**config.mk**
```make
export PLATFORM = sky130hd
export DESIGN_NAME = uart_ctrl_regs
export DESIGN_NICKNAME = d
export VERILOG_FILES = /design/src/rtl/uart_regs_pkg.sv /design/src/rtl/uart_fifo.sv /design/src/rtl/uart_tx_launch.sv /design/src/rtl/uart_ctrl_regs.sv
export SDC_FILE = /design/constraint.sdc
export NUM_CORES = 1
export LEC_CHECK = 0
export BUFFER_PORTS_ARGS = -buffer_cell sky130_fd_sc_hd__buf_2
export CAP_MARGIN = 20
export CORE_MARGIN = 3
export CORE_UTILIZATION = 45
export DETAILED_ROUTE_END_ITERATION = 6
export GPL_TIMING_DRIVEN = 0
export PLACE_DENSITY_LB_ADDON = 0.15
export SLEW_MARGIN = 20
export SYNTH_ARGS = -nofsm -noshare
export SYNTH_HDL_FRONTEND = slang
export SYNTH_HIERARCHICAL = 1
export SYNTH_SLANG_ARGS = --single-unit
```
**constraint.sdc**
```tcl
create_clock -name clk_i -period 5.65 [get_ports clk_i]
set_input_delay 0.8475 -clock clk_i [delete_from_list [all_inputs] [get_ports clk_i]]
set_output_delay 0.8475 -clock clk_i [all_outputs]
set_load 0.005 [all_outputs]
```
**src/rtl/uart_regs_pkg.sv**
```systemverilog
package uart_regs_pkg;
  typedef enum logic [2:0] {
    REG_TXDATA = 3'd0,
    REG_RXDATA = 3'd1,
    REG_TXCTRL = 3'd2,
    REG_RXCTRL = 3'd3,
    REG_IE     = 3'd4,
    REG_IP     = 3'd5,
    REG_DIV    = 3'd6,
    REG_NONE   = 3'd7
  } reg_sel_e;

  localparam int FLAG_BIT = 31;
  localparam int CNT_LSB  = 16;
  localparam int CNT_W    = 3;

  function automatic logic [31:0] lane_merge(logic [31:0] cur, logic [31:0] wr, logic [3:0] sel);
    logic [31:0] r;
    for (int b = 0; b < 4; b++) r[8*b +: 8] = sel[b] ? wr[8*b +: 8] : cur[8*b +: 8];
    return r;
  endfunction
endpackage

```
**src/rtl/uart_fifo.sv**
```systemverilog
module uart_fifo #(
  parameter int W          = 8,
  parameter int DEPTH_LOG2 = 3,
  parameter bit USE_MEM    = 1'b1,
  parameter int LVL_W      = DEPTH_LOG2 + 1
) (
  input  logic             clk_i,
  input  logic             rst_ni,
  input  logic             push_i,
  input  logic             pop_i,
  input  logic [W-1:0]     data_i,
  output logic [W-1:0]     data_o,
  output logic             full_o,
  output logic             empty_o,
  output logic [LVL_W-1:0] level_o
);
  localparam int DEPTH = 1 << DEPTH_LOG2;
  localparam int CAP   = USE_MEM ? DEPTH : 1;

  logic push_ok, pop_ok;
  assign push_ok = push_i & ~full_o;
  assign pop_ok  = pop_i & ~empty_o;

  generate
    if (USE_MEM) begin : g_ring
      logic [W-1:0]          mem [DEPTH];
      logic [DEPTH_LOG2-1:0] wr_ptr, rd_ptr;
      logic [LVL_W-1:0]      cnt;

      always_ff @(posedge clk_i or negedge rst_ni) begin
        if (!rst_ni) begin
          wr_ptr <= '0;
          rd_ptr <= '0;
          cnt    <= '0;
        end else begin
          if (push_ok) wr_ptr <= wr_ptr + 1'b1;
          if (pop_ok)  rd_ptr <= rd_ptr + 1'b1;
          case ({push_ok, pop_ok})
            2'b10:   cnt <= cnt + 1'b1;
            2'b01:   cnt <= cnt - 1'b1;
            default: cnt <= cnt;
          endcase
        end
      end

      always_ff @(posedge clk_i) begin
        if (push_ok) mem[wr_ptr] <= data_i;
      end

      assign data_o  = mem[rd_ptr];
      assign level_o = cnt;
      assign full_o  = (cnt == LVL_W'(DEPTH));
      assign empty_o = (cnt == '0);
    end else begin : g_single
      logic         valid;
      logic [W-1:0] hold;

      always_ff @(posedge clk_i or negedge rst_ni) begin
        if (!rst_ni) begin
          valid <= 1'b0;
          hold  <= '0;
        end else if (push_ok) begin
          valid <= 1'b1;
          hold  <= data_i;
        end else if (pop_ok) begin
          valid <= 1'b0;
        end
      end

      assign data_o  = hold;
      assign level_o = LVL_W'(valid);
      assign full_o  = valid;
      assign empty_o = ~valid;
    end
  endgenerate

  AST_LEVEL_BOUND: assert property (@(posedge clk_i) disable iff (!rst_ni)
    level_o <= LVL_W'(CAP));
  AST_NO_OVERFLOW: assert property (@(posedge clk_i) disable iff (!rst_ni)
    full_o && push_i && !pop_i |=> $stable(level_o));
  AST_NO_UNDERFLOW: assert property (@(posedge clk_i) disable iff (!rst_ni)
    empty_o && pop_i && !push_i |=> level_o == '0);
endmodule

```
**src/rtl/uart_tx_launch.sv**
```systemverilog
module uart_tx_launch #(
  parameter int W = 8
) (
  input  logic         clk_i,
  input  logic         rst_ni,
  input  logic         en_i,
  input  logic         empty_i,
  input  logic [W-1:0] head_i,
  input  logic         done_i,
  output logic         pop_o,
  output logic         start_o,
  output logic [W-1:0] data_o
);
  logic busy_q, launch;

  assign launch = en_i & ~busy_q & ~empty_i;
  assign pop_o  = launch;

  always_ff @(posedge clk_i or negedge rst_ni) begin
    if (!rst_ni) begin
      busy_q  <= 1'b0;
      start_o <= 1'b0;
      data_o  <= '0;
    end else begin
      start_o <= launch;
      if (launch) begin
        busy_q <= 1'b1;
        data_o <= head_i;
      end else if (done_i) begin
        busy_q <= 1'b0;
      end
    end
  end

  AST_START_PULSE: assert property (@(posedge clk_i) disable iff (!rst_ni)
    start_o |=> !start_o);
  AST_START_ENABLED: assert property (@(posedge clk_i) disable iff (!rst_ni)
    start_o |-> $past(en_i) && !$past(empty_i));
  AST_ONE_IN_FLIGHT: assert property (@(posedge clk_i) disable iff (!rst_ni)
    busy_q && !done_i |=> !start_o);
endmodule

```
**src/rtl/uart_ctrl_regs.sv**
```systemverilog
module uart_ctrl_regs
  import uart_regs_pkg::*;
#(
  parameter int          ADR_W      = 8,
  parameter int          CHAR_W     = 8,
  parameter int          DEPTH_LOG2 = 3,
  parameter bit          USE_FIFO   = 1'b1,
  parameter logic [15:0] DIV_RESET  = 16'h01B2
) (
  input  logic              clk_i,
  input  logic              rst_ni,
  input  logic              wb_cyc_i,
  input  logic              wb_stb_i,
  input  logic              wb_we_i,
  input  logic [3:0]        wb_sel_i,
  input  logic [ADR_W-1:0]  wb_adr_i,
  input  logic [31:0]       wb_dat_i,
  output logic [31:0]       wb_dat_o,
  output logic              wb_ack_o,
  output logic              wb_err_o,
  output logic              wb_rty_o,
  output logic              tx_en_o,
  output logic              tx_stop2_o,
  output logic              rx_en_o,
  output logic [15:0]       div_o,
  output logic              tx_start_o,
  output logic [CHAR_W-1:0] tx_data_o,
  input  logic              tx_done_i,
  input  logic              rx_done_i,
  input  logic [CHAR_W-1:0] rx_data_i,
  output logic              irq_o
);
  localparam int LVL_W = DEPTH_LOG2 + 1;

  logic             req, hit, wr, rd;
  reg_sel_e         idx;
  logic [31:0]      rdata;
  logic             tx_push, tx_pop, tx_full, tx_empty;
  logic             rx_pop, rx_full, rx_empty;
  logic [CHAR_W-1:0] tx_head, rx_head;
  logic [LVL_W-1:0] tx_level, rx_level, tx_thr, rx_thr;
  logic [CNT_W-1:0] tx_cnt_q, rx_cnt_q;
  logic             tx_stop2_q;
  logic [1:0]       ie_q, ip;
  logic [31:0]      txctrl_img, rxctrl_img, ie_img, div_img;

  // bus decode: one request per strobe, answered in the following cycle
  assign req = wb_cyc_i & wb_stb_i & ~wb_ack_o & ~wb_err_o;
  assign idx = reg_sel_e'(wb_adr_i[4:2]);
  assign hit = (wb_adr_i[ADR_W-1:5] == '0) & (wb_adr_i[1:0] == 2'b00) & (idx != REG_NONE);
  assign wr  = req & hit & wb_we_i;
  assign rd  = req & hit & ~wb_we_i;

  assign tx_push = wr & (idx == REG_TXDATA) & wb_sel_i[0];
  assign rx_pop  = rd & (idx == REG_RXDATA);

  assign txctrl_img = {{(32-CNT_LSB-CNT_W){1'b0}}, tx_cnt_q, {(CNT_LSB-2){1'b0}}, tx_stop2_q, tx_en_o};
  assign rxctrl_img = {{(32-CNT_LSB-CNT_W){1'b0}}, rx_cnt_q, {(CNT_LSB-1){1'b0}}, rx_en_o};
  assign ie_img     = {30'b0, ie_q};
  assign div_img    = {16'b0, div_o};

  always_comb begin
    rdata = '0;
    unique case (idx)
      REG_TXDATA: rdata[FLAG_BIT] = tx_full;
      REG_RXDATA: begin
        rdata[FLAG_BIT] = rx_empty;
        if (!rx_empty) rdata[CHAR_W-1:0] = rx_head;
      end
      REG_TXCTRL: rdata = txctrl_img;
      REG_RXCTRL: rdata = rxctrl_img;
      REG_IE:     rdata = ie_img;
      REG_IP:     rdata[1:0] = ip;
      REG_DIV:    rdata = div_img;
      default:    rdata = '0;
    endcase
  end

  always_ff @(posedge clk_i or negedge rst_ni) begin
    if (!rst_ni) begin
      wb_ack_o <= 1'b0;
      wb_err_o <= 1'b0;
      wb_dat_o <= '0;
    end else begin
      wb_ack_o <= req & hit;
      wb_err_o <= req & ~hit;
      if (req) wb_dat_o <= rd ? rdata : '0;
    end
  end

  assign wb_rty_o = 1'b0;

  // control registers, byte-lane writes
  always_ff @(posedge clk_i or negedge rst_ni) begin
    if (!rst_ni) begin
      tx_en_o    <= 1'b0;
      tx_stop2_q <= 1'b0;
      tx_cnt_q   <= '0;
      rx_en_o    <= 1'b0;
      rx_cnt_q   <= '0;
      ie_q       <= '0;
      div_o      <= DIV_RESET;
    end else if (wr) begin
      unique case (idx)
        REG_TXCTRL: begin
          logic [31:0] n;
          n          = lane_merge(txctrl_img, wb_dat_i, wb_sel_i);
          tx_en_o    <= n[0];
          tx_stop2_q <= n[1];
          tx_cnt_q   <= n[CNT_LSB +: CNT_W];
        end
        REG_RXCTRL: begin
          logic [31:0] n;
          n        = lane_merge(rxctrl_img, wb_dat_i, wb_sel_i);
          rx_en_o  <= n[0];
          rx_cnt_q <= n[CNT_LSB +: CNT_W];
        end
        REG_IE: begin
          logic [31:0] n;
          n    = lane_merge(ie_img, wb_dat_i, wb_sel_i);
          ie_q <= n[1:0];
        end
        REG_DIV: begin
          logic [31:0] n;
          n     = lane_merge(div_img, wb_dat_i, wb_sel_i);
          div_o <= n[15:0];
        end
        default: ;
      endcase
    end
  end

  assign tx_stop2_o = tx_stop2_q;

  uart_fifo #(.W(CHAR_W), .DEPTH_LOG2(DEPTH_LOG2), .USE_MEM(USE_FIFO), .LVL_W(LVL_W)) u_tx_fifo (
    .clk_i, .rst_ni,
    .push_i(tx_push), .pop_i(tx_pop), .data_i(wb_dat_i[CHAR_W-1:0]),
    .data_o(tx_head), .full_o(tx_full), .empty_o(tx_empty), .level_o(tx_level)
  );

  uart_fifo #(.W(CHAR_W), .DEPTH_LOG2(DEPTH_LOG2), .USE_MEM(USE_FIFO), .LVL_W(LVL_W)) u_rx_fifo (
    .clk_i, .rst_ni,
    .push_i(rx_done_i), .pop_i(rx_pop), .data_i(rx_data_i),
    .data_o(rx_head), .full_o(rx_full), .empty_o(rx_empty), .level_o(rx_level)
  );

  uart_tx_launch #(.W(CHAR_W)) u_tx_launch (
    .clk_i, .rst_ni,
    .en_i(tx_en_o), .empty_i(tx_empty), .head_i(tx_head), .done_i(tx_done_i),
    .pop_o(tx_pop), .start_o(tx_start_o), .data_o(tx_data_o)
  );

  // watermark thresholds; fixed when storage collapses to one register
  generate
    if (USE_FIFO) begin : g_prog_wm
      assign tx_thr = LVL_W'(tx_cnt_q);
      assign rx_thr = LVL_W'(rx_cnt_q);
    end else begin : g_fixed_wm
      assign tx_thr = LVL_W'(1);
      assign rx_thr = '0;
    end
  endgenerate

  assign ip[0] = tx_level < tx_thr;
  assign ip[1] = rx_level > rx_thr;
  assign irq_o = |(ip & ie_q);

  AST_ACK_ERR_EXCL: assert property (@(posedge clk_i) disable iff (!rst_ni)
    !(wb_ack_o && wb_err_o));
  AST_ACK_SINGLE: assert property (@(posedge clk_i) disable iff (!rst_ni)
    wb_ack_o |=> !wb_ack_o);
  AST_ACK_HAS_REQ: assert property (@(posedge clk_i) disable iff (!rst_ni)
    (wb_ack_o || wb_err_o) |-> $past(wb_cyc_i && wb_stb_i));
  AST_IRQ_MASKED: assert property (@(posedge clk_i) disable iff (!rst_ni)
    ie_q == 2'b00 |-> !irq_o);
  AST_TX_FULL_FLAG: assert property (@(posedge clk_i) disable iff (!rst_ni)
    tx_full |-> !tx_empty);
endmodule

```
==> results_dict.tcl, run 1 <==
set metrics [dict create \
    cellPowerDensity_nw_per_um2 352.1 \
    area_growth_syn_to_layout_pct 19.44 \
    slowest_delay_ns 0.77 \
    nNetsFinal 758 \
    cts_tree "done" \
    die_y_um 147.9 \
    slew_viol_final 0 \
    skew_ns 0.01432 \
    endpoint_kind "flip-flop" \
    cts_root_buf "clkbuf_16" \
    syn-cell-area_um2 9061 \
    rsz0062_at_grt "no" \
    crit_top_cell "ha_1" \
    dpl.hpwl_um 13280 \
    tightest_slew_ns 0.9021 \
    ios 123 \
    wl_per_cell_um 19.10 \
    num_rows 51 \
    io_buffers 93 \
    crit_type "in2reg" \
    htreeDepth 1 \
    cts_buffer_depth 3 \
    core_um2 19650 \
    post-cts-setup-buffers 0 \
    use_met3_pct 3.035 \
    worstPathCellList "buf_2, or4_4, or4b_4, nor4b_1, nand2_2, ha_1, ha_1, or4b_2, o311ai_0, o211ai_1" \
    finalHoldViolCount 0 \
    start_util_pct 46.10 \
    crit_required_ns 6.01 \
    critPathBufInv 1 \
    gp_congestion 0.8441 \
    crit_family "simple AND/OR/NAND/NOR gates" \
    postCtsHoldBufs 0 \
    clkSinkCount 207 \
    hold_class "in2async" \
    max_freq_mhz 226.0 \
    vias 5170 \
    clock_latency_ns 0.50 \
    syn_area_per_cell_um2 16.44 \
    die-area_um2 21870 \
    wl_um 18430 \
    drt_iter0_drc 207 \
    grt_pass1_wl_um 29580 \
    cts_buffers 23 \
    overflow 0 \
    track_usage_pct 17.16 \
    die_w_um 147.9 \
    design_power_total_w 0.003811 \
    busiest_layer "met2" \
    worstSetupPathDepth 10 \
    grt_antenna_before_repair 2 \
    grt_max_degree 59 \
    fin_crit_sh_pct 78.33 \
    antenna_left 0 \
    timing.setup.tns_ns 0 \
    grt_use_met2_pct 29.94 \
    use_met1_pct 21.64 \
    detail_route.vias_per_cell 5.358 \
    status "completed" \
    syn_inst 551 \
    dr.pass1.iters 5 \
    layout-drive-gt1-share_pct 33.62 \
    crit_fanout 9 \
    cp.arrival_ns 4.79 \
    grt_pass1_vias 5359 \
    cts.repair.resized 0 \
    drc_errors 0 \
    critPathLaunchType "primary input" \
    leakagePower_nw 4.402 \
    slowest_stage "nor4b_1" \
    maxCapViolCount 0 \
    period_needed_ns 4.426 \
    worst_r2r_path_depth 10 \
    setup_viol 0 \
    relSlewSlack_pct 39.02 \
    clk_pin_slew_worst_paths_ns 0.06 \
    peakVddDrop_v 0.0002919 \
    yosys_warnings 6 \
]
metrics by stage:
stage                     cells  cell area, um^2  util (%)  hold slack [ns]  worst slack [ns]
final                       965            10820     55.07           0.2476             1.224
after global placement      921             9903     50.39           0.4628            0.8894
after detailed placement    922             9953     50.64           0.4738            0.7631
after CTS                   964            10810     55.02           0.2371             1.293
after global routing        965            10820     55.07           0.2491             1.058
after floorplan             563             9106         -           0.4733             1.404
final cells by class:
cell class	instances	area, um^2
plain buffers	36	244.0
fillers	1602	8831
flip-flops and latches	207	5827
inverters	21	78.83
diodes	1	2.502
clock buffers	27	620.6
well taps	265	331.6
repair buffers	94	495.5
multi-input cells	299	2983
clock inverters	15	240.2
state kept, by name, summed over array words and instances (netlist names), 2 cells and up:
| signal | count |
|---|---|
| u_rx_fifo/g_ring.mem | 64 |
| u_tx_fifo/g_ring.mem | 64 |
| wb_dat_o | 20 |
| div_o | 16 |
| u_tx_launch/data_o | 8 |
| u_rx_fifo/level_o | 4 |
| u_tx_fifo/level_o | 4 |
| rx_cnt_q | 3 |
| tx_cnt_q | 3 |
| u_rx_fifo/g_ring.rd_ptr | 3 |
| u_rx_fifo/g_ring.wr_ptr | 3 |
| u_tx_fifo/g_ring.rd_ptr | 3 |
| u_tx_fifo/g_ring.wr_ptr | 3 |
| ie_q | 2 |
cell usage in the layout (no fill, tap or decap), types with 4 or more instances in the layout:
cell,n
edfxtp_1,128
buf_2,96
dfrtp_1,74
mux2_2,52
mux4_1,32
nand2_1,27
clkbuf_16,23
inv_1,21
nor2_1,15
ha_1,15
buf_4,14
conb_1,13
clkbuf_1,12
o21ai_0,12
xnor2_1,10
nand3_1,9
a21oi_1,8
mux2i_1,8
a22o_1,8
a22oi_1,8
bufinv_16,6
nor3b_1,6
nor3_1,5
nor4_1,5
nand2b_1,5
dfstp_2,5
o211ai_1,4
clkinv_2,4
nor3_2,4
power breakdown:
part | switching (W) | internal [W]
clock | 0.000589 | 0.00106
sequential | 0.0000726 | 0.00172
combinational | 0.000199 | 0.000166
final timing paths:
path,slack (ns),start,to
worst max-delay path,1.22,wb_adr_i[5],u_tx_fifo/level_o[3]
worst min-delay path,0.25,rst_ni,u_tx_fifo/level_o[0]
worst max register to register,1.39,wb_ack_o,u_tx_fifo/level_o[3]
worst min register to register,0.48,wb_dat_o[3],wb_dat_o[3]
max in group asynchronous,4.74,rst_ni,div_o[8]
min in group clk_i,0.48,wb_dat_o[3],wb_dat_o[3]
worst register-to-register path, delay by kind of cell (launching register included):
| kind | cells | cell delay (ns) |
|---|---|---|
| AND/OR/NAND/NOR | 5 | 2.42 |
| adder cells (fa/ha/maj) | 2 | 0.75 |
| flip-flops | 1 | 0.42 |
| AO/OA/AOI/OAI | 2 | 0.32 |
| buffers and inverters | 1 | 0.20 |
per-layer routing:
layer,part of all wire (%),wire length [um]
met1,41,7624
met2,51,9340
met3,4.5,832
met4,3.4,623
met5,0.060,11
No activity file was read; power rests on OpenSTA's default activity.
==> inputs of run 2 (changes only) <==
==> constraint.sdc (replaced) <==
create_clock -name clk_i -period 4.45 [get_ports clk_i]
set_input_delay 0.6675 -clock clk_i [delete_from_list [all_inputs] [get_ports clk_i]]
set_output_delay 0.6675 -clock clk_i [all_outputs]
set_load 0.005 [all_outputs]
==> results_dict.tcl, run 2 (synthesis gave the netlist of run 1 again) <==
set metrics [dict create \
    crit_required_ns 4.82 \
    vias 5165 \
    multi_input_area_um2 2995 \
    seq_area_um2 5827 \
    drt_iter0_drc 204 \
    crit_top_cell "ha_1" \
    clock_latency_ns 0.50 \
    grt_pass1_wl_um 29580 \
    cts_tree "done" \
    cp.arrival_ns 4.29 \
    num_rows 51 \
    wl_per_cell_um 19.15 \
    nFillCells 1599 \
    io_buffers 93 \
    dr.pass1.iters 4 \
    slowest_stage "or4b_2" \
    track_usage_pct 17.16 \
    clk_pin_slew_worst_paths_ns 0.06 \
    area_growth_syn_to_layout_pct 19.58 \
    fin_hold_ws_ns 0.06679 \
    htreeDepth 1 \
    dpl.hpwl_um 13280 \
    peakVddDrop_v 0.0003713 \
    post-cts-setup-buffers 0 \
    ios 123 \
    top_regs "u_rx_fifo/g_ring.mem: 64 flops, u_tx_fifo/g_ring.mem: 64 flops, wb_dat_o: 20 flops" \
    slew_viol_final 0 \
    status "completed" \
    wl_um 18480 \
    worstPathCellList "nand4bb_1, clkbuf_1, nor4_2, nand2_1, nor4_1, o41ai_2, inv_1, ha_1, ha_1, or4b_2, o311ai_0, o211ai_1" \
    hold_class "in2async" \
    maxCapViolCount 0 \
    cts_buffer_depth 3 \
    cellPowerDensity_nw_per_um2 446.7 \
    crit_type "reg2reg" \
    mostFrequentLayoutCell "edfxtp_1" \
    grt_pass1_vias 5359 \
    gp_congestion 0.8441 \
    period_needed_ns 3.921 \
    detail_route.vias_per_cell 5.352 \
    fin_crit_sh_pct 88.12 \
    leakagePower_nw 4.403 \
    layout-drive-gt1-share_pct 33.91 \
    cts_buffers 23 \
    slowest_delay_ns 0.66 \
    max_freq_mhz 255.0 \
    final_util_pct 55.13 \
    nNetsFinal 758 \
    die_y_um 147.9 \
    drc_errors 0 \
    overflow 0 \
    endpoint_kind "flip-flop" \
    start_util_pct 46.10 \
    tightest_slew_ns 0.8925 \
    clkSinkCount 207 \
    critPathLaunchType "flip-flop" \
    crit_fanout 9 \
    finalHoldViolCount 0 \
    die_w_um 147.9 \
    grt_antenna_before_repair 2 \
    setup_viol 0 \
    core_um2 19650 \
    antenna_left 0 \
    cts_root_buf "clkbuf_16" \
    final_cell_mix "edfxtp_1 (128), buf_2 (96), dfrtp_1 (74)" \
    die-area_um2 21870 \
    rsz0062_at_grt "no" \
    grt_max_degree 59 \
    relSlewSlack_pct 40.28 \
    postCtsHoldBufs 0 \
    skew_ns 0.01423 \
]
==> run 2: cell count changes in the layout (fill, tap and decap cells not counted) <==
cell	change
nor4_1	-1
nor4b_1	-1
nor4_2	+1
nor4b_2	+1
==> run 2: metrics by stage <==
step	setup WS [ns]	power, W	cells	cell area [um^2]	setup TNS (ns)
floorplan	0.3838	0.002605	563	9106	0
global placement	-0.1306	0.002747	921	9903	-0.1558
detailed placement	-0.2569	0.002786	922	9953	-0.4524
CTS	0.2190	0.004903	964	10810	0
global route	0.1637	0.005070	965	10840	0
finish	0.5285	0.004840	965	10840	0
==> run 2: routing by layer <==
layer	vias up	global-route usage [%]	routed length, um
met1	2610	21.64	7780
li1	2398	-	-
met3	45	3.035	725
met4	2	6.236	614
met2	110	29.94	9345
met5	-	0	11
==> run 2: final cells by class <==
cell class                      instances  share of cell area [%]
Timing Repair Buffer                   94                   4.573
Inverter                               21                  0.7275
Clock inverter                         15                   2.217
Sequential cell                       207                   53.78
Clock buffer                           27                   5.727
Tap cell                              265                   3.060
Buffer                                 36                   2.252
Multi-Input combinational cell        299                   27.64
Antenna cell                            1                 0.02309
==> run 2: where the power goes <==
part | switching (W) | total (W) | internal [W]
sequential | 0.0000918 | 0.00228 | 0.00218
clock | 0.000748 | 0.00210 | 0.00135
combinational | 0.000254 | 0.000465 | 0.000211
==> run 2: path summary, 6_finish.rpt <==
path / endpoint / slack, ns / cells after the start / start
max reg2reg: u_rx_fifo/level_o[3] / 0.53 / 12 / wb_ack_o
max in group asynchronous: div_o[8] / 3.72 / 2 / rst_ni
max: u_rx_fifo/level_o[3] / 0.53 / 12 / wb_ack_o
min: u_tx_fifo/level_o[0] / 0.07 / 1 / rst_ni
min reg2reg: wb_dat_o[3] / 0.48 / 2 / wb_dat_o[3]
min in group clk_i: div_o[14] / 0.40 / 2 / wb_dat_i[14]
==> run 2: repair_timing <==
item | in CTS | in global routing
endpoints found under the setup margin | 0 | 2
hold endpoints to repair | 0 | 0
gates resized for setup | 0 | 2
==> run 2: critical path: cells and delay by family, from the launching register on <==
kind / cells / cell delay, ns
simple gates: 5 / 1.92
fa+ha+maj: 2 / 0.65
compound gates: 3 / 0.44
flops: 1 / 0.42
buf+inv: 2 / 0.34
